`src/rtl/ramp_sar_cal.sv`:
```
module ramp_sar_cal #(
  parameter int unsigned W     = 16,
  parameter int unsigned FRAC  = 8,
  parameter int unsigned SHIFT = 3
) (
  input  logic         clk,
  input  logic         rst_n,
  input  logic         start,
  output logic         pulse_req,
  output logic [W-1:0] pulse_width,
  input  logic         cmp_valid,
  input  logic         cmp_above,
  output logic [W-1:0] scale,
  output logic         first_done,
  output logic         done
);
  localparam int unsigned ACW = W + FRAC;

  logic [W-1:0]   top, bot;
  logic           bvalid, waiting;
  logic [ACW-1:0] acc;
  logic [W:0]     sum;
  logic [W-1:0]   mid;
  logic [ACW-1:0] xe;
  logic signed [ACW:0] diff, step;

  assign sum   = {1'b0, top} + {1'b0, bot};
  assign mid   = sum[W:1];
  assign xe    = {top, {FRAC{1'b0}}};
  assign diff  = $signed({1'b0, xe}) - $signed({1'b0, acc});
  assign step  = diff >>> SHIFT;
  assign scale = acc[ACW-1:FRAC];

  always_ff @(posedge clk) begin
    if (!rst_n) begin
      top <= '0; bot <= '0; bvalid <= 1'b0; waiting <= 1'b0;
      acc <= '0; first_done <= 1'b0; pulse_req <= 1'b0;
      pulse_width <= '0; done <= 1'b0;
    end else begin
      pulse_req <= 1'b0;
      done      <= 1'b0;
      if (waiting) begin
        if (cmp_valid) begin
          if (cmp_above) top <= pulse_width;
          else           bot <= pulse_width + 1'b1;
          waiting <= 1'b0;
          done    <= 1'b1;
        end
      end else if (start) begin
        if (!bvalid) begin
          top    <= '1;
          bot    <= '0;
          bvalid <= 1'b1;
          done   <= 1'b1;
        end else if (top == bot) begin
          if (!first_done) acc <= xe;
          else             acc <= acc + step[ACW-1:0];
          first_done <= 1'b1;
          bvalid     <= 1'b0;
          done       <= 1'b1;
        end else begin
          pulse_req   <= 1'b1;
          pulse_width <= mid;
          waiting     <= 1'b1;
        end
      end
    end
  end

  AST_PULSE_SINGLE: assert property (@(posedge clk) disable iff (!rst_n)
    pulse_req |=> !pulse_req);
  AST_PULSE_NO_DONE: assert property (@(posedge clk) disable iff (!rst_n)
    pulse_req |-> !done);
  AST_WIDTH_IN_RANGE: assert property (@(posedge clk) disable iff (!rst_n)
    pulse_req |-> (pulse_width >= bot && pulse_width < top));
  AST_BOUNDS_ORDER: assert property (@(posedge clk) disable iff (!rst_n)
    bvalid |-> bot <= top);
  AST_FIRST_STICKY: assert property (@(posedge clk) disable iff (!rst_n)
    first_done |=> first_done);
  AST_WAIT_NO_REQ: assert property (@(posedge clk) disable iff (!rst_n)
    (waiting && !cmp_valid) |=> !pulse_req && !done);
endmodule

```
`config.mk`:
```
export PLATFORM = sky130hd
export DESIGN_NAME = ramp_sar_cal
export DESIGN_NICKNAME = d
export VERILOG_FILES = /design/src/rtl/ramp_sar_cal.sv
export SDC_FILE = /design/constraint.sdc
export NUM_CORES = 1
export LEC_CHECK = 0
export BUFFER_PORTS_ARGS = -buffer_cell sky130_fd_sc_hd__buf_2
export CAP_MARGIN = 30
export CORE_ASPECT_RATIO = 0.6
export CORE_MARGIN = 1
export CORE_UTILIZATION = 55
export DETAILED_ROUTE_END_ITERATION = 16
export GPL_TIMING_DRIVEN = 0
export PLACE_DENSITY = 0.74
export SLEW_MARGIN = 5
export SYNTH_ARGS = -nofsm -noshare
export SYNTH_HDL_FRONTEND = slang
export SYNTH_SLANG_ARGS = --single-unit
```
`constraint.sdc`:
```
create_clock -name clk -period 5.5 [get_ports clk]
set_clock_uncertainty 0.1 [all_clocks]
set_input_delay 0.55 -clock clk [delete_from_list [all_inputs] [get_ports clk]]
set_output_delay 0.55 -clock clk [all_outputs]
set_load 0.02 [all_outputs]
```
; ---- Word-level counts from Yosys, hierarchy flattened
; Index checks and enable logic that the tools add are counted.
[word_totals]
word_cells = 50
output_inout_bits = 35
input_bits = 5
ff_bits = 77
[op_classes]
reduce_logical = 7
n_bitwise = 3
n_mux = 22
n_addsub = 4
eq_ne = 5
[ops]
columns = cell, n
row1 = $mux W16, 10
row2 = $sub A24 B24 Y25, 1
row3 = $add A24 B24 Y24, 1
row4 = $mux W24, 1
row5 = $add A16 B16 Y17, 1
row6 = $add A16 B1 Y16 const B, 1
row7 = $eq A16 B16 Y1, 1
row8 = $reduce_and A4 Y1, 4
row9 = $mux W1, 11
row10 = $ne A2 B2 Y1 const B, 3
row11 = $not A1 Y1, 3
row12 = $ne A2 B1 Y1 const B, 1
row13 = $reduce_and A2 Y1, 1
row14 = $reduce_bool A2 Y1, 1
row15 = $reduce_or A2 Y1, 1

; ---- Logic depth before layout (Yosys ltp)
; Gate-level depths: netlist of the first run.
[logic_depth]
word_depth = 5
mapped_depth = 19
mapped_depth_nobuf = 19

; ---- Worst setup path before layout of the first run
; OpenSTA, ideal clock, no wires.
[synth_path]
kind = flip-flop to flip-flop
from = register acc[0]
to = register acc[23]
t_arrival_ns = 3.829
path_stages_with_launch = 18
required_ns = 5.269
path_slack_ns = 1.440
setup_time_ns = 0.131
n_path_buf = 0
period_less_slack_ns = 4.060
cell_sequence = dfxtp_1 > or4_4 > or3_1 > a21o_1 > nand2_1 > or2_1 > a21oi_1 > xnor2_1 > ha_1 > a21oi_1 > nand2_1 > nor4b_1 > or4_1 > a311oi_2 > nand3_1 > o211ai_1 > xor2_1 > o22ai_1
[synth_via]
elab_chain_cells = 3
[synth_rtl]
columns = item, line
row1 = start: declaration, 21  ; logic [ACW-1:0] acc;
row2 = start signal: assignment, 57  ; else acc <= acc + step[ACW-1:0];
row3 = $sub A24 B24 Y25, 30  ; assign diff = $signed({1'b0, xe}) - $signed({1'b0, acc});
row4 = $add A24 B24 Y24 *, 57
row5 = $mux W24 *, 56  ; if (!first_done) acc <= xe;
; Mark *: on every way between the ends. The rest lies on a longest branch, timed or not.
; A chain may end at the register's enable or synchronous reset.

; ---- Worst setup path after layout of the first run
; Same ends and word-level chain as after synthesis.

==> results of run 1 <==
cell usage after synthesis (all sizes together) (3+ instances only):
| cell type | n | share of area |
|---|---|---|
| a211oi | 12 | 0.016 |
| a21boi | 3 | 0.0039 |
| a21o | 21 | 0.027 |
| a21oi | 70 | 0.061 |
| a22oi | 15 | 0.019 |
| a311oi | 17 | 0.027 |
| a31oi | 5 | 0.0080 |
| and2 | 4 | 0.0043 |
| and3 | 7 | 0.0076 |
| buf | 18 | 0.022 |
| clkbuf | 26 | 0.017 |
| dfxtp | 77 | 0.27 |
| ha | 58 | 0.13 |
| inv | 49 | 0.032 |
| mux2i | 7 | 0.012 |
| nand2 | 62 | 0.040 |
| nand2b | 7 | 0.0076 |
| nand3 | 24 | 0.021 |
| nand4 | 8 | 0.0087 |
| nor2 | 87 | 0.056 |
| nor2b | 11 | 0.012 |
| nor3 | 14 | 0.012 |
| nor4 | 6 | 0.0065 |
| o211ai | 3 | 0.0039 |
| o21a | 3 | 0.0039 |
| o21ai | 32 | 0.028 |
| o31ai | 5 | 0.0065 |
| or2 | 4 | 0.0043 |
| or3 | 4 | 0.0043 |
| or4 | 3 | 0.0045 |
| xnor2 | 36 | 0.056 |
| xor2 | 22 | 0.033 |
report_power, final:
group	internal, uW	total (uW)	switching, uW
combinational	174	438	264
clock	437	691	254
sequential	576	602	26.1
through the flow:
stage	hold WS, ns	utilization	total power [uW]	worst slack, ns
after floorplan	0.336	-	936	1.44
after global placement	0.353	0.613	1020	0.829
after detailed placement	0.363	0.613	1040	0.771
after CTS	0.372	0.648	1720	0.733
after global routing	0.393	0.648	1800	0.434
final	0.373	0.648	1730	0.647
registers in the layout (all words and copies together), names as in the netlist:
| register | cells |
|---|---|
| pulse_width | 16 |
| top | 16 |
| pulse_req | 1 |
| done | 1 |
| first_done | 1 |
| waiting | 1 |
| bot | 16 |
| bvalid | 1 |
| acc | 24 |
cells by family (layout without fill, tap and decap cells):
kind of cell	count (synthesis)	in the layout	share of synthesized area
AND/OR/NAND/NOR	249	249	0.201
XOR/XNOR	58	58	0.0892
buffers and inverters	93	148	0.0708
multiplexers	7	7	0.0121
adder cells (fa/ha/maj)	60	60	0.132
AO/OA/AOI/OAI	202	202	0.228
flip-flops	77	77	0.267
worst max-delay path by stage:
stage	from	end	slack, ns
floorplan	acc[0]$_SDFFE_PN0P_	acc[23]$_SDFFE_PN0P_	1.44
global placement	acc[0]$_SDFFE_PN0P_	acc[23]$_SDFFE_PN0P_	0.83
detailed placement	acc[0]$_SDFFE_PN0P_	acc[23]$_SDFFE_PN0P_	0.77
CTS	acc[0]$_SDFFE_PN0P_	acc[23]$_SDFFE_PN0P_	0.73
global route	acc[0]$_SDFFE_PN0P_	acc[23]$_SDFFE_PN0P_	0.43
finish	acc[0]$_SDFFE_PN0P_	acc[23]$_SDFFE_PN0P_	0.65
per-layer routing:
metal,global-route usage,vias up,wire length (um)
met5,0,-,0
met3,0.0883,26,1820
met4,0.0798,0,215
met2,0.473,277,7020
li1,-,2740,-
met1,0.458,2712,8060
cell type report:
class                           instances  area, um^2
Buffer                                 44         225
Tap cell                              135         169
Clock inverter                          4        77.6
Fill cell                             871        3530
Sequential cell                        77        1540
Inverter                               49         184
Clock buffer                           12         267
Multi-Input combinational cell        576        3830
Timing Repair Buffer                   39         195
worst max-delay path: stages, from the launching register on:
cell,delay [ns]
dfxtp_1,0.36
or4_4,0.60
or3_1,0.42
a21o_1,0.23
nand2_1,0.21
or2_1,0.21
a21oi_1,0.10
xnor2_1,0.16
ha_1,0.40
a21oi_1,0.11
nand2_1,0.09
nor4b_1,0.06
or4_1,0.60
a311oi_2,0.33
nand3_1,0.21
o211ai_1,0.25
xor2_1,0.17
o22ai_1,0.09
cells in the final DEF, fill, tap and decap left out, drive strengths merged, types with 14 or more instances in the layout:
master  count
nor3       14
a22oi      15
nand3      24
clkbuf     38
a21oi      70
xnor2      36
inv        50
buf        57
dfxtp      77
nand2      62
ha         58
nor2       87
o21ai      32
a311oi     17
xor2       22
a21o       21
==> reports/qor.csv, run 1 <==
stage,metric,value,unit
status,status,"finished, final reports clean",
synthesis,count of flip-flops with a built-in enable after synthesis,0,
route,Initial DRT Pass Iterations,5,
sta,Worst-Margin Slew,0.899,ns
global_route,first-pass GRT wire length,26700,um
synthesis,gate count of the mapped netlist,746,
die,number of standard-cell rows in the floorplan,28,
critical_path,Worst R2R Start,acc[0]$_SDFFE_PN0P_,
final_layout,Ant. Diodes,0,
route,Routed Antenna Nets,0,
route,Via Count,5755,
hold_path,cell depth of the worst min-delay path,2,
route,total wirelength of the detailed-routed design,17100,um
job,count of max-cap constraint violations,0,
synthesis,most common flop cell mapped by yosys,dfxtp_1,
placement,placed cell areas,0.00614,mm^2
synthesis,number of distinct standard cells referenced by the synthesized netlist,57,
sta,number of failing setup endpoints in the final timing report,0,
critical_path,Critical R2R Capture,acc[23]$_SDFFE_PN0P_,
final_layout,final non-filler cell area,0.00649,mm^2
critical_path,crit path max fanout,5,
clock_network,clock tree from TritonCTS,built,
route,number of violations reported at the end of detailed-routing iteration 0,677,
pwr,peak supply drop,0.179,mV
critical_path,required time of the worst setup path,5.60,ns
sta,final critical delay including setup and external delays,4.85,ns
global_route,GR Util All Layers,0.320,
clock_network,total CTS buffers,9,
pwr,power per standard cell area,267,mW/mm^2
hold_path,worst hold path startpoint,bot[2]$_SDFFE_PN0P_,
clock_network,"CTS clk-pin slew, worst paths",0.06,ns
clock_network,cell at the root of the clock tree,clkbuf_16,
synthesis,Yosys Warn Count,0,
global_route,number of global-route vias before repair,5159,
die,number of ports placed on the die boundary,40,
hold_path,type of the worst min-delay path,flop to flop,
sta,Max Clk Rate,206,MHz
clock_network,number of setup buffers added after CTS,0,
global_route,pin count of the biggest net entering global routing,14,
placement,placed cell count,920,
die,initial core utilization,0.577,
placement,IO Port Bufs,39,
route,detail-routed via count per cell,6.15,
final_layout,number of nets in the finished design,861,
die,Chip Height,81.4,um
synthesis,cell area after technology mapping,0.00578,mm^2
global_route,remaining global-route overflow,0,
clock_network,number of cells upsized or downsized after cts,0,
sta,Max transition margin,0.401,
critical_path,r2r worst-path depth,17,
critical_path,kind of launch point of the worst setup path,flop,
critical_path,worst path arrival time,4.95,ns
die,DIE AREA,0.0109,mm^2
sta,fraction of the cycle the final worst path needs,0.882,
global_route,initial antenna violation count,0,
placement,final RePlAce weighted congestion,0.942,
sta,final max-slew violation count,0,
sta,"Hold Vio Cnt, Final",0,
final_layout,layout overhead on the synthesized area,12.3,%
critical_path,"Worst Path Class, Setup",flop to flop,
clock_network,clock tree buffer depth,2,
clock_network,post-cts hold buffer count,0,
sta,TNS Setup,0,ns
die,CORE AREA,0.0100,mm^2
sta,RSZ-0062 raised after global routing,false,
final_layout,share of final-layout standard cells stronger than drive strength 1,0.102,
clock_network,H-tree depth,3,
critical_path,capturing element type of the critical path,flop,
synthesis,part of the Yosys area used for sequential elements,0.267,
synthesis,fraction of registers with async set/reset,0,
route,post-DR wirelength/cell,18.3,um
final_layout,final cell count without fillers,936,
placement,detailed-placement wirelength estimate,13000,um
die,Die Wd,134,um
synthesis,flop and latch count out of synthesis,77,
clock_network,clock insertion delay at the later pin of the skew report,0.35,ns
critical_path,register-to-register path setup slack,0.65,ns
synthesis,"Avg Cell Area, Syn",7.75,um^2
hold_path,Worst Hold Endpoint,bot[2]$_SDFFE_PN0P_,
synthesis,net count of the mapped netlist,811,
clock_network,TritonCTS Sinks,77,
pwr,Lkg Pwr,0.00285,uW
route,Post-route DRC,0,
Power figures use the tool's default switching activity.
==> run 2, diff against run 1 <==
Settings changed: CTS_BUF_LIST from default to sky130_fd_sc_hd__clkbuf_8.
==> reports/qor.csv, run 2 (synthesized netlist as in run 1, its figures left out) <==
stage,metric,value,unit,change
status,status,"finished, final reports clean",,
route,detail-routed via count per cell,6.05,,-1.6%
critical_path,crit path max fanout,5,,unchanged
final_layout,count of fill cells added during filler insertion,891,,+2.3%
route,Post-route DRC,0,,unchanged
global_route,remaining global-route overflow,0,,unchanged
final_layout,area of combinational cells with multiple inputs,0.00383,mm^2,unchanged
placement,detailed-placement wirelength estimate,13000,um,unchanged
placement,IO Port Bufs,39,,unchanged
sta,Max transition margin,0.422,,+0.0215
die,Die Wd,134,um,unchanged
route,Initial DRT Pass Iterations,5,,unchanged
global_route,first-pass GRT wire length,26400,um,-0.83%
die,initial core utilization,0.577,,unchanged
critical_path,Worst path slowest cell,or4_4,,
critical_path,"Worst Path Class, Setup",flop to flop,,
die,number of ports placed on the die boundary,40,,unchanged
sta,final max-slew violation count,0,,unchanged
critical_path,Worst R2R Start,acc[0]$_SDFFE_PN0P_,,
final_layout,Ant. Diodes,0,,unchanged
final_layout,share of final-layout standard cells stronger than drive strength 1,0.102,,unchanged
die,Chip Height,81.4,um,unchanged
route,Routed Antenna Nets,0,,unchanged
die,number of standard-cell rows in the floorplan,28,,unchanged
critical_path,Critical Path Start,acc[0]$_SDFFE_PN0P_,,
hold_path,type of the worst min-delay path,flop to flop,,
route,Via Count,5664,,-1.6%
clock_network,TritonCTS Sinks,77,,unchanged
critical_path,combined buffer and inverter count along the critical path,0,,unchanged
global_route,initial antenna violation count,0,,unchanged
sta,"Hold Vio Cnt, Final",0,,unchanged
route,total wirelength of the detailed-routed design,16900,um,-1.2%
sta,number of failing setup endpoints in the final timing report,0,,unchanged
critical_path,kind of cell with the highest combined delay on the critical path,simple AND/OR/NAND/NOR gates,,
critical_path,r2r worst-path depth,17,,unchanged
clock_network,clock tree from TritonCTS,built,,
clock_network,clock insertion delay at the later pin of the skew report,0.37,ns,+0.02 ns
pwr,power per standard cell area,245,mW/mm^2,-8.1%
final_layout,"commonest non-fill, non-tap cells in the layout","nor2_1, dfxtp_1, a21oi_1",,
clock_network,total CTS buffers,9,,unchanged
final_layout,register bank with the most flops,acc,,
critical_path,total number of cells along the worst setup path,17,,unchanged
sta,fraction of the cycle the final worst path needs,0.882,,about the same
critical_path,register-to-register path setup slack,0.65,ns,about the same
critical_path,capturing element type of the critical path,flop,,
route,number of violations reported at the end of detailed-routing iteration 0,649,,-4.1%
critical_path,required time of the worst setup path,5.63,ns,+0.03 ns
critical_path,"critical path, cell by cell","or4_4, or3_1, a21o_1, nand2_1, or2_1, a21oi_1, xnor2_1, ha_1, a21oi_1, nand2_1, nor4b_1, or4_1, a311oi_2, nand3_1, o211ai_1, xor2_1, o22ai_1",,
final_layout,number of flip-flops under the largest register name,24,,unchanged
sta,RSZ-0062 raised after global routing,false,,
clock_network,H-tree depth,3,,unchanged
clock_network,number of setup buffers added after CTS,0,,unchanged
final_layout,"commonest non-fill, non-tap cell in the layout",nor2_1,,
die,CORE AREA,0.0100,mm^2,unchanged
critical_path,maximum single-stage delay on the critical path,0.60,ns,about the same
final_layout,Final Util,0.637,,-0.0101
route,post-DR wirelength/cell,18.1,um,-1.2%
clock_network,number of cells upsized or downsized after cts,0,,unchanged
pwr,peak supply drop,0.124,mV,-31%
placement,final RePlAce weighted congestion,0.942,,unchanged
final_layout,number of nets in the finished design,861,,unchanged
final_layout,layout overhead on the synthesized area,10.5,%,
critical_path,kind of launch point of the worst setup path,flop,,
global_route,number of global-route vias before repair,5115,,-0.85%
critical_path,Critical R2R Capture,acc[23]$_SDFFE_PN0P_,,
pwr,Lkg Pwr,0.00280,uW,-1.6%
sta,Max Clk Rate,206,MHz,unchanged
sta,Worst-Margin Slew,0.866,ns,-0.0322 ns
clock_network,clock tree buffer depth,2,,unchanged
sta,TNS Setup,0,ns,unchanged
clock_network,post-cts hold buffer count,0,,unchanged
final_layout,register area,0.00154,mm^2,unchanged
critical_path,CP Capture Point,acc[23]$_SDFFE_PN0P_,,
clock_network,"CTS clk-pin slew, worst paths",0.09,ns,+0.03 ns
job,count of max-cap constraint violations,0,,unchanged
sta,final critical delay including setup and external delays,4.85,ns,+0.00000300 ns
global_route,GR Util All Layers,0.317,,-0.00301
global_route,pin count of the biggest net entering global routing,14,,unchanged
clock_network,cell at the root of the clock tree,clkbuf_8,,
die,DIE AREA,0.0109,mm^2,unchanged
critical_path,worst path arrival time,4.98,ns,+0.03 ns
==> run 2: cell counts in the layout (fill, tap and decap cells not counted) <==
No cell type changed its count.
==> run 2: report_power, final <==
| part | internal [uW] | switching (uW) |
|---|---|---|
| combinational | 174 | 262 |
| sequential | 575 | 25.5 |
| clock | 296 | 235 |
==> run 2: through the flow <==
step	instance area [um^2]	cells	total power (uW)	worst slack [ns]	hold slack (ns)
5_1_grt	6390	936	1640	0.448	0.374
6_report	6390	936	1570	0.647	0.376
4_1_cts	6390	936	1560	0.734	0.375
3_3_place_gp	6140	920	1020	0.829	0.353
3_5_place_dp	6140	920	1040	0.771	0.363
2_1_floorplan	5780	746	936	1.44	0.336
==> run 2: worst min path at each step <==
stage | to | start | depth (start not counted) | slack [ns]
global route | done$_SDFF_PN0_ | cmp_valid | 3 | 0.37
global placement | bot[2]$_SDFFE_PN0P_ | bot[2]$_SDFFE_PN0P_ | 2 | 0.35
detailed placement | bot[2]$_SDFFE_PN0P_ | bot[2]$_SDFFE_PN0P_ | 2 | 0.36
floorplan | bot[2]$_SDFFE_PN0P_ | bot[2]$_SDFFE_PN0P_ | 2 | 0.34
finish | bot[2]$_SDFFE_PN0P_ | bot[2]$_SDFFE_PN0P_ | 2 | 0.38
CTS | done$_SDFF_PN0_ | cmp_valid | 3 | 0.37
==> run 2: worst min-delay path: stages (launching register included) <==
cell	delay, ns
dfxtp_1	0.33
nand2_1	0.06
a21oi_1	0.05
==> run 2: routing by layer <==
| metal | up-vias | wire length [um] | track usage |
|---|---|---|---|
| met5 | - | 0 | 0.0463 |
| met4 | 0 | 238 | 0.0753 |
| met1 | 2639 | 8040 | 0.466 |
| met3 | 23 | 1810 | 0.0698 |
| li1 | 2736 | - | - |
| met2 | 266 | 6830 | 0.463 |
==> run 2: final cells by class <==
| cell class | instances | share of cell area |
|---|---|---|
| Inverter | 49 | 0.0288 |
| Tap cell | 135 | 0.0264 |
| Multi-Input combinational cell | 576 | 0.600 |
| Timing Repair Buffer | 39 | 0.0306 |
| Clock buffer | 12 | 0.0259 |
| Clock inverter | 4 | 0.0121 |
| Sequential cell | 77 | 0.241 |
| Buffer | 44 | 0.0353 |
==> run 3, diff against run 2 <==
Settings changed: CTS_BUF_LIST sky130_fd_sc_hd__clkbuf_8 to sky130_fd_sc_hd__clkbuf_16.
==> reports/qor.csv, run 3 (synthesized netlist as in run 1, its figures left out) <==
stage,metric,value,unit,change
route,amount of wire on met2 after detailed routing,6890,um,+0.89%
route,post-DR wirelength/cell,18.2,um,+0.90%
final_layout,number of flip-flops under the largest register name,24,,unchanged
pwr,peak supply drop,0.176,mV,+42%
placement,worst slack at placement,0.771,ns,unchanged
route,met1 wire length,8210,um,+2.2%
clock_network,clock insertion delay at the later pin of the skew report,0.34,ns,-0.03 ns
clock_network,clock tree buffer depth,2,,unchanged
placement,placed cell count,920,,unchanged
route,Routed Antenna Nets,0,,unchanged
global_route,number of global-route vias before repair,5133,,+0.35%
route,Initial DRT Pass Iterations,6,,+1
final_layout,share of final-layout standard cells stronger than drive strength 1,0.0986,,-0.00375
route,total wirelength of the detailed-routed design,17100,um,+0.90%
sta,Worst-Margin Slew,0.904,ns,+0.0377 ns
critical_path,register-to-register path setup slack,0.63,ns,-0.02 ns
global_route,first-pass GRT wire length,26500,um,+0.23%
final_layout,final cell count without fillers,936,,unchanged
hold_path,type of the worst min-delay path,flop to flop,,
die,initial core utilization,0.577,,unchanged
die,CORE AREA,0.0100,mm^2,unchanged
final_layout,register bank with the most flops,acc,,
sta,number of failing setup endpoints in the final timing report,0,,unchanged
final_layout,count of fill cells added during filler insertion,871,,-2.2%
hold_path,cell depth of the worst min-delay path,2,,unchanged
clock_network,post-cts hold buffer count,0,,unchanged
die,number of standard-cell rows in the floorplan,28,,unchanged
clock_network,clock tree from TritonCTS,built,,
sta,fraction of the cycle the final worst path needs,0.885,,+0.00313
job,count of max-cap constraint violations,0,,unchanged
sta,TNS Setup,0,ns,unchanged
sta,final max-slew violation count,0,,unchanged
clock_network,cell at the root of the clock tree,clkbuf_16,,
global_route,GR Util All Layers,0.318,,+0.000553
final_layout,"commonest non-fill, non-tap cell in the layout",nor2_1,,
placement,IO Port Bufs,39,,unchanged
clock_network,number of setup buffers added after CTS,0,,unchanged
critical_path,"Worst Path Class, Setup",flop to flop,,
sta,RSZ-0062 raised after global routing,false,,
clock_network,H-tree depth,3,,unchanged
route,detail-routed via count per cell,6.17,,+1.9%
sta,Max Clk Rate,205,MHz,-0.35%
global_route,remaining global-route overflow,0,,unchanged
status,status,"finished, final reports clean",,
final_layout,number of nets in the finished design,861,,unchanged
clock_network,"CTS clk-pin slew, worst paths",0.06,ns,-0.03 ns
placement,detailed-placement wirelength estimate,13000,um,unchanged
final_layout,"commonest non-fill, non-tap cells in the layout","nor2_1, dfxtp_1, a21oi_1",,
hold_path,Worst Hold Endpoint,bot[2]$_SDFFE_PN0P_,,
route,Routed met3 length,1720,um,-4.8%
critical_path,r2r worst-path depth,17,,unchanged
global_route,initial antenna violation count,0,,unchanged
clock_network,TritonCTS Sinks,77,,unchanged
critical_path,kind of launch point of the worst setup path,flop,,
clock_network,total CTS buffers,9,,unchanged
sta,"Hold Vio Cnt, Final",0,,unchanged
sta,slack of the critical path,0.630,ns,-0.0172 ns
sta,final critical delay including setup and external delays,4.87,ns,+0.0172 ns
critical_path,worst path arrival time,4.97,ns,about the same
die,Die Wd,134,um,unchanged
route,uppermost signal routing layer after detailed routing,met4,,
route,Post-route DRC,0,,unchanged
die,Chip Height,81.4,um,unchanged
sta,Max transition margin,0.397,,-0.0251
critical_path,Critical R2R Capture,acc[23]$_SDFFE_PN0P_,,
die,number of ports placed on the die boundary,40,,unchanged
sta,worst hold-check slack,0.372,ns,-0.00437 ns
pwr,power per standard cell area,261,mW/mm^2,+6.6%
route,Via Count,5772,,+1.9%
critical_path,capturing element type of the critical path,flop,,
hold_path,worst hold path startpoint,bot[2]$_SDFFE_PN0P_,,
die,DIE AREA,0.0109,mm^2,unchanged
final_layout,Ant. Diodes,0,,unchanged
critical_path,Worst R2R Start,acc[0]$_SDFFE_PN0P_,,
final_layout,Final Util,0.645,,+0.00712
pwr,Lkg Pwr,0.00283,uW,+1.0%
route,number of violations reported at the end of detailed-routing iteration 0,563,,-13%
critical_path,required time of the worst setup path,5.60,ns,-0.03 ns
final_layout,layout overhead on the synthesized area,11.7,%,
critical_path,crit path max fanout,5,,unchanged
global_route,pin count of the biggest net entering global routing,14,,unchanged
placement,final RePlAce weighted congestion,0.942,,unchanged
clock_network,number of cells upsized or downsized after cts,0,,unchanged
run 3: changes by cell type in the layout (fill, tap and decap cells not counted):
cell,previous run,this run
clkbuf_8,12,0
clkinv_1,0,3
clkbuf_16,0,9
run 3: per-layer routing:
layer,global-route usage,vias up
li1,-,2746
met1,0.461,2711
met2,0.466,288
met4,0.0854,0
met3,0.0772,27
met5,0,-
run 3: area by class of cell:
| class | instances | area [um^2] | share of cell area |
|---|---|---|---|
| Clock buffer | 9 | 225 | 0.0349 |
| Multi-Input combinational cell | 576 | 3830 | 0.593 |
| Inverter | 49 | 184 | 0.0285 |
| Timing Repair Buffer | 39 | 195 | 0.0302 |
| Sequential cell | 77 | 1540 | 0.239 |
| Clock inverter | 7 | 88.8 | 0.0138 |
| Buffer | 44 | 225 | 0.0349 |
| Tap cell | 135 | 169 | 0.0262 |
run 3: through the flow:
stage	cell area [um^2]	total power, uW
after global placement	6140	1020
after CTS	6460	1670
after detailed placement	6140	1040
final	6460	1690
after global routing	6460	1750
after floorplan	5780	936
run 3: worst max-delay path by stage:
| stage | from | endpoint | slack, ns | cells after the start |
|---|---|---|---|---|
| floorplan | acc[0]$_SDFFE_PN0P_ | acc[23]$_SDFFE_PN0P_ | 1.44 | 17 |
| global placement | acc[0]$_SDFFE_PN0P_ | acc[23]$_SDFFE_PN0P_ | 0.83 | 17 |
| detailed placement | acc[0]$_SDFFE_PN0P_ | acc[23]$_SDFFE_PN0P_ | 0.77 | 17 |
| CTS | acc[0]$_SDFFE_PN0P_ | acc[23]$_SDFFE_PN0P_ | 0.73 | 17 |
| global route | acc[0]$_SDFFE_PN0P_ | acc[23]$_SDFFE_PN0P_ | 0.43 | 17 |
| finish | acc[0]$_SDFFE_PN0P_ | acc[23]$_SDFFE_PN0P_ | 0.63 | 17 |
run 3: critical path, stage by stage, from the launching register on:
cell	delay [ns]
dfxtp_1	0.36
or4_4	0.60
or3_1	0.42
a21o_1	0.23
nand2_1	0.21
or2_1	0.21
a21oi_1	0.10
xnor2_1	0.16
ha_1	0.40
a21oi_1	0.11
nand2_1	0.09
nor4b_1	0.06
or4_1	0.59
a311oi_2	0.35
nand3_1	0.21
o211ai_1	0.25
xor2_1	0.17
o22ai_1	0.09
run 3: power by group:
group / total [uW] / leakage, uW / switching [uW] / internal [uW]
logic: 439 / 0.00206 / 265 / 174
registers: 602 / 0.000626 / 25.9 / 576
clock network: 648 / 0.000153 / 252 / 395
